### src/rtl/wpg_pkg.sv
package wpg_pkg;

  // bits needed to hold the value maxv
  function automatic int cnt_bits(input int maxv);
    return (maxv < 2) ? 1 : $clog2(maxv + 1);
  endfunction

  // one sample of a legal write low phase
  function automatic logic phase_valid(input logic ce_n, input logic oe_n, input logic we_n);
    return ~ce_n & ~we_n & oe_n;
  endfunction

  // a strobe line has risen while output enable stays high
  function automatic logic strobe_end(input logic ce_n, input logic oe_n, input logic we_n);
    return (ce_n | we_n) & oe_n;
  endfunction

endpackage

### src/rtl/wpg_holdoff.sv
module wpg_holdoff #(
  parameter int HOLD_CYC = 2_000_000
) (
  input  logic clk,
  input  logic rst_n,
  input  logic supply_ok,
  output logic hold_done
);
  localparam int CW = wpg_pkg::cnt_bits(HOLD_CYC);
  localparam logic [CW-1:0] HOLD_V = CW'(HOLD_CYC);

  logic [CW-1:0] cnt_q;

  always_ff @(posedge clk or negedge rst_n) begin
    if (!rst_n)               cnt_q <= '0;
    else if (!supply_ok)      cnt_q <= '0;
    else if (cnt_q != HOLD_V) cnt_q <= cnt_q + 1'b1;
  end

  assign hold_done = (cnt_q == HOLD_V);
endmodule

### src/rtl/wpg_width_filter.sv
module wpg_width_filter #(
  parameter int MIN_W = 3
) (
  input  logic clk,
  input  logic rst_n,
  input  logic low_ok,
  input  logic end_ok,
  output logic first_low,
  output logic phase_end
);
  localparam int RW = wpg_pkg::cnt_bits(MIN_W);
  localparam logic [RW-1:0] MIN_V = RW'(MIN_W);

  logic [RW-1:0] run_q;

  always_ff @(posedge clk or negedge rst_n) begin
    if (!rst_n)              run_q <= '0;
    else if (!low_ok)        run_q <= '0;
    else if (run_q != MIN_V) run_q <= run_q + 1'b1;
  end

  assign first_low = low_ok & (run_q == '0);
  assign phase_end = end_ok & (run_q == MIN_V);
endmodule

### src/rtl/wpg_capture.sv
module wpg_capture #(
  parameter int AW = 18,
  parameter int DW = 16
) (
  input  logic          clk,
  input  logic          rst_n,
  input  logic          first_low,
  input  logic          low_ok,
  input  logic          fire,
  input  logic [AW-1:0] addr_in,
  input  logic [DW-1:0] data_in,
  output logic          wr_pulse,
  output logic [AW-1:0] wr_addr,
  output logic [DW-1:0] wr_data
);
  logic [AW-1:0] lat_addr;
  logic [DW-1:0] lat_data;

  always_ff @(posedge clk or negedge rst_n) begin
    if (!rst_n) begin
      lat_addr <= '0;
      lat_data <= '0;
    end else begin
      if (first_low) lat_addr <= addr_in;
      if (low_ok)    lat_data <= data_in;
    end
  end

  always_ff @(posedge clk or negedge rst_n) begin
    if (!rst_n) begin
      wr_pulse <= 1'b0;
      wr_addr  <= '0;
      wr_data  <= '0;
    end else begin
      wr_pulse <= fire;
      if (fire) begin
        wr_addr <= lat_addr;
        wr_data <= lat_data;
      end
    end
  end
endmodule

### src/rtl/wr_guard.sv
module wr_guard #(
  parameter int AW       = 18,
  parameter int DW       = 16,
  parameter int HOLD_CYC = 2_000_000,
  parameter int MIN_W    = 3
) (
  input  logic          clk,
  input  logic          rst_n,
  input  logic          supply_ok,
  input  logic          ce_n,
  input  logic          oe_n,
  input  logic          we_n,
  input  logic [AW-1:0] addr_in,
  input  logic [DW-1:0] data_in,
  output logic          wr_pulse,
  output logic [AW-1:0] wr_addr,
  output logic [DW-1:0] wr_data
);
  logic hold_done;
  logic low_ok;
  logic end_ok;
  logic first_low;
  logic phase_end;
  logic gate_open;

  wpg_holdoff #(.HOLD_CYC(HOLD_CYC)) u_hold (
    .clk(clk), .rst_n(rst_n), .supply_ok(supply_ok), .hold_done(hold_done)
  );

  assign gate_open = hold_done & supply_ok;
  assign low_ok    = gate_open & wpg_pkg::phase_valid(ce_n, oe_n, we_n);
  assign end_ok    = gate_open & wpg_pkg::strobe_end(ce_n, oe_n, we_n);

  wpg_width_filter #(.MIN_W(MIN_W)) u_filt (
    .clk(clk), .rst_n(rst_n), .low_ok(low_ok), .end_ok(end_ok),
    .first_low(first_low), .phase_end(phase_end)
  );

  wpg_capture #(.AW(AW), .DW(DW)) u_cap (
    .clk(clk), .rst_n(rst_n), .first_low(first_low), .low_ok(low_ok),
    .fire(phase_end), .addr_in(addr_in), .data_in(data_in),
    .wr_pulse(wr_pulse), .wr_addr(wr_addr), .wr_data(wr_data)
  );
endmodule

### config.mk
export PLATFORM = sky130hd
export DESIGN_NAME = wr_guard
export DESIGN_NICKNAME = d
export VERILOG_FILES = /design/src/rtl/wpg_pkg.sv /design/src/rtl/wpg_holdoff.sv /design/src/rtl/wpg_width_filter.sv /design/src/rtl/wpg_capture.sv /design/src/rtl/wr_guard.sv
export SDC_FILE = /design/constraint.sdc
export NUM_CORES = 1
export LEC_CHECK = 0
export CORE_MARGIN = 2
export CORE_UTILIZATION = 45
export DETAILED_ROUTE_END_ITERATION = 7
export DONT_BUFFER_PORTS = 1
export GPL_ROUTABILITY_DRIVEN = 0
export REMOVE_ABC_BUFFERS = 1
export SYNTH_ARGS = -nofsm -noshare
export SYNTH_HDL_FRONTEND = slang
export SYNTH_SLANG_ARGS = --single-unit
### constraint.sdc
create_clock -name clk -period 5 [get_ports clk]
set_clock_uncertainty 0.15 [all_clocks]
set_input_delay 0.75 -clock clk [delete_from_list [all_inputs] [get_ports clk]]
set_output_delay 0.75 -clock clk [all_outputs]
set_load 0.005 [all_outputs]
==> results by stage, run 1 <==
Status:
- The run finished with clean final reports.

Critical path:
- The worst setup path is launched from a flip-flop.
- The capturing element of the worst setup path is u_cap.lat_data[4].
- The worst setup path startpoint is u_hold.cnt_q[6].
- The critical path buffer and inverter count is 0.
- The worst setup path is captured at a flip-flop.
- The startpoint identified for the worst register-to-register timing path is u_hold.cnt_q[6].
- The slowest stage of the critical path belongs to the cell sky130_fd_sc_hd__nor4_4.
- Along the worst path, the maximum fanout reaches 16.
- The critical path is of the reg -> reg type.
- The arrival time at the worst endpoint is 2.89 ns.
- The critical path goes through nor4_4, nand4_4, nor4_4, mux2_2.
- Counting buffers and inverters, the worst setup path is 4 cells deep.
- The dominant delay contributor by cell family on the critical path is simple AND/OR/NAND/NOR gates.
- The slack of the worst reg-to-reg path is 2.20 ns.
- The worst path required time is 5.09 ns.
- The number of cells on the worst reg-to-reg path is 4.
- The endpoint identified for the worst register-to-register timing path is u_cap.lat_data[4].
- The largest single stage delay on the critical path is 1.04 ns.
- The library cell appearing most often on the critical path is sky130_fd_sc_hd__nor4_4.

Drt:
- The via density per instance is 5.450.
- Once detail routing completed, the nets flagged for antenna violations numbered 0.
- After detailed routing, the total wire length is 6933 um.
- The first detailed-routing pass ran for 4 iterations.
- For this run, design rule violations remaining after detail routing come to 0.
- The initial detailed-routing violation count is 217.
- In the final routed layout, each cell accounts on average for 17.42 um.
- For this block, the via count after detailed routing is 2169.

Timing:
- At the pin with the least slew margin, the transition time is 1.134 ns.
- Setup repair after global routing left no endpoint under its margin.
- Derived from the worst setup path, the maximum achievable clock frequency is 0.3566 GHz.
- Setup slack on the critical path of the routed design comes to 2.196 ns.
- The max-slew violation count was 0.
- The number of failing hold endpoints at the final stage was 0.
- The share of the clock period used by the worst path is 56.08%.
- Measured against its own limit, the worst slew margin works out to 23.85%.
- Subtracting the final worst setup slack from the clock period gives 2.804 ns.
- The final setup violation count is 0.
- The total negative slack for setup checks is 0 ns.

Synth:
- The Yosys warning count is 0.
- The register area share after synthesis is 56.97%.
- The post-synthesis cell count is 282.
- Counting instances in the post-synthesis netlist gives the leading cell types as sky130_fd_sc_hd__dfrtp_1 (92), sky130_fd_sc_hd__mux2_2 (35), sky130_fd_sc_hd__mux2_4 (30), sky130_fd_sc_hd__nor2_1 (14), sky130_fd_sc_hd__xor2_1 (11).
- In the synthesized netlist the async set-or-reset flop fraction comes to 100.0%.
- By area the synthesized netlist is led by sky130_fd_sc_hd__dfrtp_1 (57%), sky130_fd_sc_hd__mux2_4 (11%), sky130_fd_sc_hd__mux2_2 (9.8%), sky130_fd_sc_hd__xor2_1 (2.4%), sky130_fd_sc_hd__nor4_4 (1.6%).
- By instance count, the leading cell after synthesis is sky130_fd_sc_hd__dfrtp_1.
- In this run, synthesis inferred 0 flip-flops with an integrated enable.
- Counting distinct cell types in the post-synthesis netlist gives 39.
- The area of the mapped netlist is 0.004041 mm2.
- The post-synthesis sequential element count is 92.
- Summed over its instances, the top area cell type makes up 56.97% of the synthesized netlist area.
- A synthesized cell averages 14.33 um2.
- For this run, the leading register cell type out of synthesis is sky130_fd_sc_hd__dfrtp_1.
- The synthesized design spends more area on one cell type than any other, namely sky130_fd_sc_hd__dfrtp_1.

GRT:
- For this run the aggregate overflow at the end of global routing stands at 0.
- The met1 layer usage reported by global route is 21.02%.
- Entering global routing, the biggest net connects 93 pins.
- The busiest layer in global routing is met2.
- The first global-routing pass estimated 11780 um of wire.
- The met3 demand-to-capacity share in global routing is 5.745%.
- The global-route total usage across every layer is 15.28%.
- The number of global-route vias before repair is 2203.
- The met2 track demand over resource in global routing is 22.04%.
- The initial antenna violation count came to 0.

Clock network:
- TritonCTS built the clock tree.
- The CTS sink count is 92.
- The clock tree synthesis step divided the H-tree into 3 levels.
- Clock tree synthesis selected as its root buffer the cell sky130_fd_sc_hd__clkbuf_8.
- After clock tree synthesis, the clock-pin slew on the worst setup and hold paths is 0.09 ns.
- The number of gates resized after CTS was 0.
- The clock passes through at most 2 buffers.
- The clock reaches the later pin of the worst-skew pair after 0.35 ns.
- The number of buffers created by CTS is 9.
- Post-CTS timing repair inserted 0 buffers for setup.

Pwr:
- In this run the static leakage power is 2.057 nW.
- Across the VDD grid, the largest voltage drop is 0.0001807 V.
- The total power per unit cell area is 298.2 mW/mm2.
- The design draws 1.294 mW.

Finish:
- The sequential cells in the finished layout cover a total of 0.002302 mm2.
- Relative to the synthesized area, the layout overhead comes to 7.399%.
- Summing all non-filler instances in the final layout gives an area of 0.004340 mm2.
- Counting the fill cells in the layout gives 752.
- The multi-input combinational cells in the finished layout cover a total of 0.001644 mm2.
- The number of nets in the layout is 329.
- In the final layout, the share of cells above drive strength 1 is 34.48%.
- The antenna diode instance count is 0.

Die:
- The die is 98.77 um tall.
- The count of boundary I/O pins is 75.
- In this run the core area contains 34 standard-cell rows.
- The floorplan step defined a die boundary enclosing 0.009755 mm2.
- For this configuration, the core starts out at a cell density of 46.34%.
- The chip width is 98.77 um.
- The core region is 0.008721 mm2.

Placed design:
- The wire-length estimate of the detail-placed layout is 4490 um.
- The post-placement worst setup slack is 2.134 ns.
- Port buffering added 0 buffers.
- The placed instances occupy a cell area of 0.004111 mm2.

Worst hold path:
- The type of the most critical hold path is in -> async.

Job:
- The max-cap check violation count is 0.
==> worst min-delay path by stage <==
stage	endpoint	slack, ns	cells after the start
global route	u_cap.wr_addr[12]	0.15	1
floorplan	u_cap.lat_addr[0]	0.30	0
detailed placement	u_cap.wr_addr[12]	0.31	0
finish	u_cap.wr_addr[12]	0.13	1
global placement	u_cap.wr_addr[14]	0.31	0
CTS	u_cap.wr_addr[12]	0.17	1
==> through the flow <==
step	std cells	hold slack, ns	utilization (%)
after floorplan	272	0.3044	-
after global placement	381	0.3078	47.14
after detailed placement	381	0.3089	47.14
after CTS	398	0.1705	49.77
after global routing	398	0.1471	49.77
final	398	0.1318	49.77
==> repair_timing <==
action	4_1_cts	5_1_grt
hold endpoints to repair	92	0
setup endpoints to repair	0	0
hold buffers	1	0
==> routing by layer <==
metal  up-vias  part of all wire (%)  routed length [um]
li1       1014                     -                   -
met1      1088                    45                3146
met2        56                    45                3102
met3        11                   8.3                 573
met4         0                   1.6                 110
met5         -                     0                   0
==> cells in the final DEF, fill, tap and decap left out, drive strengths merged <==
master and instances:
nand4 8, and2 3, o31ai 3, inv 7
mux2 68, or4b 2, clkinv 2, a21oi 10
o2bb2ai 1, nand3 9, buf 2, nor3 2
clkbuf 11, and4 2, nor4 3, ha 4
and4bb 1, dfrtp 92, mux2i 1, nor2 14
nor3b 2, or2 1, or3 6, xor2 11
o21ai 7, and3 3, or4 4, clkinvlp 1
a21o 1, bufinv 1, nand2 8
==> kinds of logic (layout without fill, tap and decap cells) <==
family,after synthesis,count (layout),synth area share (%)
AO/OA/AOI/OAI,22,22,3.096
XOR/XNOR,11,11,2.384
adder cells (fa/ha/maj),4,4,1.238
buffers and inverters,16,24,2.353
flip-flops,92,92,56.97
multiplexers,69,69,21.98
AND/OR/NAND/NOR,68,68,11.98
==> where the power goes <==
part	switching, mW	internal (mW)	total (mW)
sequential	0.00487	0.750	0.755
combinational	0.0247	0.0108	0.0355
clock	0.257	0.247	0.504
==> cell type report <==
| class | count | share of cell area, % |
|---|---|---|
| multi-input combinational | 174 | 37.88 |
| timing repair buffer | 2 | 0.8071 |
| tap | 108 | 3.113 |
| inverter | 6 | 0.5189 |
| clock inverter | 5 | 1.384 |
| sequential | 92 | 53.04 |
| clock buffer | 11 | 3.257 |
==> flip-flops by register name, indices dropped and copies added (netlist names) <==
name and flops:
u_cap.wr_addr 18, u_cap.wr_data 16, u_cap.wr_pulse 1, u_hold.cnt_q 21
u_cap.lat_addr 18, u_filt.run_q 2, u_cap.lat_data 16
(Power assumes the default switching activity.)
==> inputs of run 2 (changes only) <==
==> constraint.sdc (replaced) <==
create_clock -name clk -period 2.8 [get_ports clk]
set_clock_uncertainty 0.15 [all_clocks]
set_input_delay 0.42 -clock clk [delete_from_list [all_inputs] [get_ports clk]]
set_output_delay 0.42 -clock clk [all_outputs]
set_load 0.005 [all_outputs]
==> results by stage, run 2 (synthesis gave the netlist of run 1 again) <==
Die:
- The overall die area is 0.009755 mm2 (unchanged).
- The chip width is 98.77 um (unchanged).
- The initial cell density of the core came to 46.34% (unchanged).
- The number of standard-cell rows in the floorplan is 34 (unchanged).
- The core footprint is 0.008721 mm2 (unchanged).
- The count of boundary I/O pins is 75 (unchanged).
- The vertical die dimension is 98.77 um (unchanged).

Finish:
- u_hold.cnt_q holds more flip-flops than any other register.
- The antenna diode instance count was 0 (unchanged).
- In the final layout, the registers with the most flip-flops are u_hold.cnt_q: 21 flops, u_cap.lat_addr: 18 flops, u_cap.wr_addr: 18 flops.
- The library cells used most frequently in the layout, excluding fill and tap cells, are sky130_fd_sc_hd__dfrtp_1 (92), sky130_fd_sc_hd__mux2_2 (35), sky130_fd_sc_hd__mux2_4 (30).
- The area growth from synthesis to final layout is 9.040%.
- The number of filler cells placed in the layout is 742 (-1.3%).
- The fraction of final layout cells with drive strength greater than 1 is 35.59% (+1.1 points).
- The flip-flop count of the largest register, all copies and words added came to 21 (unchanged).
- The number of nets in the layout was 334 (+1.5%).
- Leaving out fill and tap cells, the most frequent cell in the layout is sky130_fd_sc_hd__dfrtp_1.

GRT:
- The largest net degree at the start of global routing was 93 (unchanged).
- The number of global-route vias before repair is 2233 (+1.4%).
- The global-route total usage across every layer came to 15.41% (+0.13 points).
- The global-route wire length before repair is 11850 um (+0.65%).
- The aggregate global routing overflow came to 0 (unchanged).
- The initial antenna violation count is 0 (unchanged).

Pwr:
- The net switching power figure is 0.5525 mW (+93%).
- The maximum VDD drop is 0.0002992 V (+66%).
- The static power due to leakage is 2.092 nW (+1.7%).
- The clock network fraction of design power is 40.2% (+1.3 points).
- The total internal power is 1.816 mW (+80%).
- The sequential power share was 56.9% (-1.4 points).
- The share of power burned in combinational logic is 2.9% (+0.2 points).
- The total power is 2.368 mW (+83%).
- The fraction of power spent switching nets is 23.33% (+1.2 points).
- The total power per unit cell area came to 537.4 mW/mm2 (+80%).

Timing:
- The final setup violation count is 0 (unchanged).
- The number of failing hold endpoints at the final stage is 0 (unchanged).
- The transition time at the pin with the least slew margin is 0.4503 ns (-0.6835 ns).
- The final worst hold slack is 0.04755 ns (-0.08428 ns).
- Setup repair after global routing left no endpoint under its margin.
- The minimum period implied by the final worst setup slack was 2.390 ns (-0.4139 ns).
- The maximum frequency from static timing analysis came to 0.4184 GHz (+17%).
- The max-slew violation count is 0 (unchanged).
- The share of the clock period used by the worst path was 85.36% (+29 points).
- The relative slew slack is 69.98% (+46 points).

Clock network:
- The clock tree buffer depth is 2 (unchanged).
- The number of buffers created by CTS came to 9 (unchanged).
- The clock edge transition at the registers on the reported setup and hold paths is 0.09 ns (about the same).
- The clock latency on the worst-skew pair is 0.35 ns (about the same).
- TritonCTS built the clock tree.
- The count of instances resized after the clock tree is built was 0 (unchanged).
- The CTS sink count is 92 (unchanged).
- The count of H-tree levels built during CTS came to 3 (unchanged).
- The cell at the root of the clock tree is sky130_fd_sc_hd__clkbuf_8.

Drt:
- The wire length on met1 came to 3259 um (+3.6%).
- The number of design rule violations left after detail routing was 0 (unchanged).
- The highest signal layer in the routed design is met4.
- The vias after detailed routing is 2191 (+1.0%).
- The initial detailed-routing violation count came to 82 (-62%).
- The met3 routed wirelength came to 523 um (-8.7%).
- The total length of routed wires was 7001 um (+0.98%).
- The first-pass iteration count of the detailed router is 4 (unchanged).
- The average routed wire per standard cell is 17.37 um (-0.27%).
- The length of routed met2 wiring is 3124 um (+0.71%).
- The via density per instance is 5.437 (-0.24%).
- The number of antenna-violating nets in the routed design is 0 (unchanged).

Placed design:
- The number of buffer cells added on primary ports is 0 (unchanged).
- The half-perimeter wire length of the detailed placement result was 4505 um (+0.32%).

Critical path:
- The peak fanout along the critical path is 34 (+18).
- The arrival time at the worst endpoint is 2.48 ns (-0.41 ns).
- The type of destination of the critical path is a flip-flop.
- The worst setup path category is reg -> reg.
- The worst setup path is launched from a flip-flop.
- The worst path required time is 2.89 ns (-2.20 ns).

Worst hold path:
- The path class of the tightest hold or removal check is in -> reg.

Job:
- The max-cap check violation count is 0 (unchanged).

Status:
- The flow ran to the end, and the final reports show no timing, DRC or antenna violations.
-- run 2: changes by cell type in the layout (fill, tap and decap cells not counted), sizes merged --
cell         previous run  this run
dlygate4sd3             0         1
clkbuf                 11        10
clkinv                  2         1
buf                     2         6
inv                     7         9
-- run 2: path summary, 6_finish.rpt --
path | slack, ns | depth (start not counted) | endpoint | startpoint
setup / recovery | 0.41 | 5 | u_cap.wr_data[15] | u_hold.cnt_q[6]
hold / removal | 0.05 | 2 | u_cap.wr_pulse | supply_ok
setup reg to reg | 0.41 | 5 | u_cap.wr_data[15] | u_hold.cnt_q[6]
hold reg to reg | 0.35 | 1 | u_cap.lat_data[12] | u_cap.lat_data[12]
max in group asynchronous | 1.65 | 2 | u_hold.cnt_q[16] | rst_n
min in group asynchronous | 0.48 | 2 | u_filt.run_q[0] | rst_n
-- run 2: power by group through the flow --
stage	registers [mW]	logic (mW)	clock network (mW)
3_3_place_gp	1.37	0.0377	0
2_1_floorplan	1.37	0.0296	0
3_5_place_dp	1.37	0.0382	0
4_1_cts	1.35	0.0710	0.985
5_1_grt	1.35	0.0788	1.05
6_report	1.35	0.0680	0.952
-- run 2: worst max-delay path, stage by stage (launching register included) --
cell and delay [ns]:
sky130_fd_sc_hd__dfrtp_1 0.46, sky130_fd_sc_hd__nor4_4 0.34, sky130_fd_sc_hd__nand4_4 0.26, sky130_fd_sc_hd__nor4_4 0.38
sky130_fd_sc_hd__buf_12 0.29, sky130_fd_sc_hd__mux2_2 0.37
-- run 2: per-layer routing --
metal  global-route usage, %  vias up
met2                   21.83       54
met3                   4.823        7
li1                        -     1023
met1                   22.08     1107
met5                       0        -
met4                   6.322        0
-- run 2: final cells by class --
type                            count  area, um2  share of cell area [%]
Timing Repair Buffer                7      87.58                   1.988
Inverter                            6      22.52                  0.5111
Sequential cell                    92       2302                   52.24
Tap cell                          108      135.1                   3.066
Clock inverter                      6      77.57                   1.760
Clock buffer                       10      137.6                   3.123
Multi-Input combinational cell    174       1644                   37.31
-- run 2: timing repair --
item,4_1_cts,5_1_grt
endpoints found under the hold margin,92,0
hold buffers,2,0
setup buffers,0,0
-- run 2: stage by stage --
step | worst slack (ns) | std cells | utilization [%] | cell area (um2) | TNS (ns)
after global routing | 0.2609 | 403 | 50.53 | 4407 | 0
after detailed placement | 0.4202 | 385 | 47.63 | 4154 | 0
after global placement | 0.4449 | 385 | 47.63 | 4154 | 0
final | 0.4099 | 403 | 50.53 | 4407 | 0
after CTS | 0.3965 | 403 | 50.53 | 4407 | 0
after floorplan | -0.7060 | 272 | - | 3969 | -21.21
==> inputs of run 3 (changes only) <==
--- a/config.mk
+++ b/config.mk
@@ -10,6 +10,8 @@
 export DETAILED_ROUTE_END_ITERATION = 7
 export DONT_BUFFER_PORTS = 1
 export GPL_ROUTABILITY_DRIVEN = 0
+export GPL_TIMING_DRIVEN = 0
+export PLACE_DENSITY_LB_ADDON = 0.08
 export REMOVE_ABC_BUFFERS = 1
 export SYNTH_ARGS = -nofsm -noshare
 export SYNTH_HDL_FRONTEND = slang
==> results by stage, run 3 (synthesis gave the netlist of run 1 again) <==
Pwr:
- The total power was 2.279 mW (-3.8%).
- The maximum VDD drop is 0.0002819 V (-5.8%).
- The total power per unit cell area is 516.3 mW/mm2 (-3.9%).
- The static power due to leakage is 2.092 nW (about the same).

Drt:
- The vias after detailed routing was 2206 (+0.68%).
- The number of design rule violations left after detail routing is 0 (unchanged).
- The total length of routed wires is 6992 um (-0.13%).
- The via density per instance is 5.460 (+0.44%).
- The average routed wire per standard cell came to 17.31 um (-0.38%).
- The number of antenna-violating nets in the routed design is 0 (unchanged).
- The initial detailed-routing violation count is 107 (+30%).
- The first-pass iteration count of the detailed router is 4 (unchanged).

Placed design:
- The cell total after placement is 384 (-0.26%).
- The half-perimeter wire length of the detailed placement result is 4577 um (+1.6%).
- The cell area after placement is 0.004156 mm2 (about the same).
- The number of buffer cells added on primary ports is 0 (unchanged).

Timing:
- The minimum period implied by the final worst setup slack is 2.600 ns (+0.2103 ns).
- The max-slew violation count came to 0 (unchanged).
- The number of failing hold endpoints at the final stage is 0 (unchanged).
- The maximum frequency from static timing analysis is 0.3846 GHz (-8.1%).
- The relative slew slack came to 38.74% (-31 points).
- The transition time at the pin with the least slew margin was 0.9159 ns (+0.4657 ns).
- The share of the clock period used by the worst path came to 92.87% (+7.5 points).
- The total negative slack for setup checks is 0 ns (unchanged).
- The final worst hold slack is 0.03622 ns (-0.01133 ns).
- Setup repair after global routing left no endpoint under its margin.
- The final setup violation count was 0 (unchanged).

Clock network:
- TritonCTS built the clock tree.
- The tree is rooted in a sky130_fd_sc_hd__clkbuf_8.
- The count of instances resized after the clock tree is built is 0 (unchanged).
- The clock edge transition at the registers on the reported setup and hold paths was 0.10 ns (about the same).
- The clock tree buffer depth is 2 (unchanged).
- The count of H-tree levels built during CTS came to 3 (unchanged).
- The clock latency on the worst-skew pair is 0.36 ns (about the same).
- The number of buffers created by CTS was 9 (unchanged).
- The CTS sink count is 92 (unchanged).

Critical path:
- Traced cell by cell, the critical path runs through nor4_4, nand4_4, nor4_4, buf_6, buf_6, buf_8, mux2_2.
- The worst setup path category is reg -> reg.
- The startpoint kind of the worst setup timing path is a flip-flop.
- The type of destination of the critical path is a flip-flop.
- The critical path buffer and inverter count is 3 (+2).
- The critical path's largest stage delay was 0.47 ns (about the same).
- The total stage count of the critical path is 7 (+2).
- The origin of the critical flop-to-flop path is u_hold.cnt_q[6].
- The arrival time at the worst endpoint is 2.69 ns (+0.21 ns).
- The slack of the worst reg-to-reg path is 0.20 ns (-0.21 ns).
- The cell with the largest stage delay on the worst path is sky130_fd_sc_hd__dfrtp_1.
- The peak fanout along the critical path was 10 (-71%).
- In this run the worst setup path begins at u_hold.cnt_q[6].
- The capturing element of the worst setup path is u_cap.wr_addr[0].
- The worst path required time is 2.89 ns (about the same).
- The number of cells on the worst reg-to-reg path was 7 (+2).
- The reg-to-reg critical path endpoint is u_cap.wr_addr[0].
- The cell family contributing the most delay on the critical path is simple AND/OR/NAND/NOR gates.

GRT:
- The aggregate global routing overflow is 0 (unchanged).
- The global-route wire length before repair came to 11960 um (+0.87%).
- The number of global-route vias before repair was 2315 (+3.7%).
- The largest net degree at the start of global routing is 93 (unchanged).
- The global-route total usage across every layer was 15.40% (about the same).
- The initial antenna violation count is 0 (unchanged).

Die:
- The initial cell density of the core is 46.34% (unchanged).
- The core footprint is 0.008721 mm2 (unchanged).
- The count of boundary I/O pins is 75 (unchanged).
- The number of standard-cell rows in the floorplan came to 34 (unchanged).
- The overall die area came to 0.009755 mm2 (unchanged).
- The chip width is 98.77 um (unchanged).
- The vertical die dimension is 98.77 um (unchanged).

Finish:
- The area of the multi-input gates is 0.001644 mm2 (unchanged).
- The most common cell after layout, fill and taps aside is sky130_fd_sc_hd__dfrtp_1.
- The antenna diode instance count came to 0 (unchanged).
- The number of nets in the layout is 335 (+0.30%).
- The fraction of final layout cells with drive strength greater than 1 is 35.81% (+0.22 points).
- In the final layout, the registers with the most flip-flops are u_hold.cnt_q: 21 flops, u_cap.lat_addr: 18 flops, u_cap.wr_addr: 18 flops.
- In the layout the commonest cells are sky130_fd_sc_hd__dfrtp_1 (92), sky130_fd_sc_hd__mux2_2 (35), sky130_fd_sc_hd__mux2_4 (30).
- The largest register by flop count is u_hold.cnt_q.
- The number of filler cells placed in the layout came to 749 (+0.94%).
- The storage element area came to 0.002302 mm2 (unchanged).
- The cell area after layout is 0.004413 mm2 (+0.14%).
- The flip-flop count of the largest register, all copies and words added was 21 (unchanged).
- The non-filler instance count after layout is 404 (+0.25%).
- The area growth from synthesis to final layout is 9.195%.

Job:
- The max-cap check violation count was 0 (unchanged).

Status:
- The run finished with clean final reports.

Worst hold path:
- The path class of the tightest hold or removal check is in -> reg.
==> run 3: changes by cell type in the layout (fill, tap and decap cells not counted) <==
cell	before	now
sky130_fd_sc_hd__bufinv_16	1	0
sky130_fd_sc_hd__inv_8	2	1
sky130_fd_sc_hd__inv_6	1	3
sky130_fd_sc_hd__buf_8	0	2
sky130_fd_sc_hd__buf_4	4	1
sky130_fd_sc_hd__buf_6	0	2
==> run 3: where the power goes <==
| part | switching [mW] | internal (mW) | leakage, nW | total (mW) |
|---|---|---|---|---|
| clock | 0.500 | 0.365 | 0.0958 | 0.865 |
| combinational | 0.0456 | 0.0203 | 0.717 | 0.0659 |
| sequential | 0.00844 | 1.34 | 1.28 | 1.35 |
| total | 0.554 | 1.72 | 2.09 | 2.28 |
==> run 3: timing repair <==
| action | 4_1_cts | 5_1_grt |
|---|---|---|
| hold buffers | 2 | 0 |
| setup buffers | 0 | 2 |
| pin swaps | 2 | 2 |
| endpoints found under the setup margin | 23 | 26 |
| hold endpoints to repair | 92 | 0 |
==> run 3: how the worst min path moves through the flow <==
stage	startpoint	end	slack, ns	depth (start not counted)
6_report	data_in[10]	u_cap.lat_data[10]	0.04	1
5_1_grt	data_in[10]	u_cap.lat_data[10]	0.02	1
4_1_cts	data_in[10]	u_cap.lat_data[10]	0.03	1
3_5_place_dp	rst_n	u_cap.wr_addr[6]	-0.02	0
3_3_place_gp	rst_n	u_cap.wr_addr[6]	-0.02	0
2_1_floorplan	rst_n	u_cap.lat_addr[0]	-0.03	0
==> run 3: per-stage QoR <==
step | setup WS [ns] | utilization [%]
after detailed placement | -0.1009 | 47.66
after global routing | 0.03837 | 50.60
after global placement | -1.470 | 47.06
after floorplan | -0.7060 | -
after CTS | 0.002999 | 50.29
final | 0.1997 | 50.60
==> run 3: routing by layer <==
metal  global-route usage, %  vias up  wire (um)
met5                       0        -          0
li1                        -     1017          -
met4                   4.742        0         77
met3                   5.816        8        488
met1                   21.63     1132       3184
met2                   22.30       49       3242
==> run 3: cell type report <==
type	instances	area share [%]
sequential	92	52.17
multi-input combinational	174	37.26
clock buffer	10	3.119
tap	108	3.062
timing repair buffer	8	2.665
clock inverter	6	1.219
inverter	6	0.5103
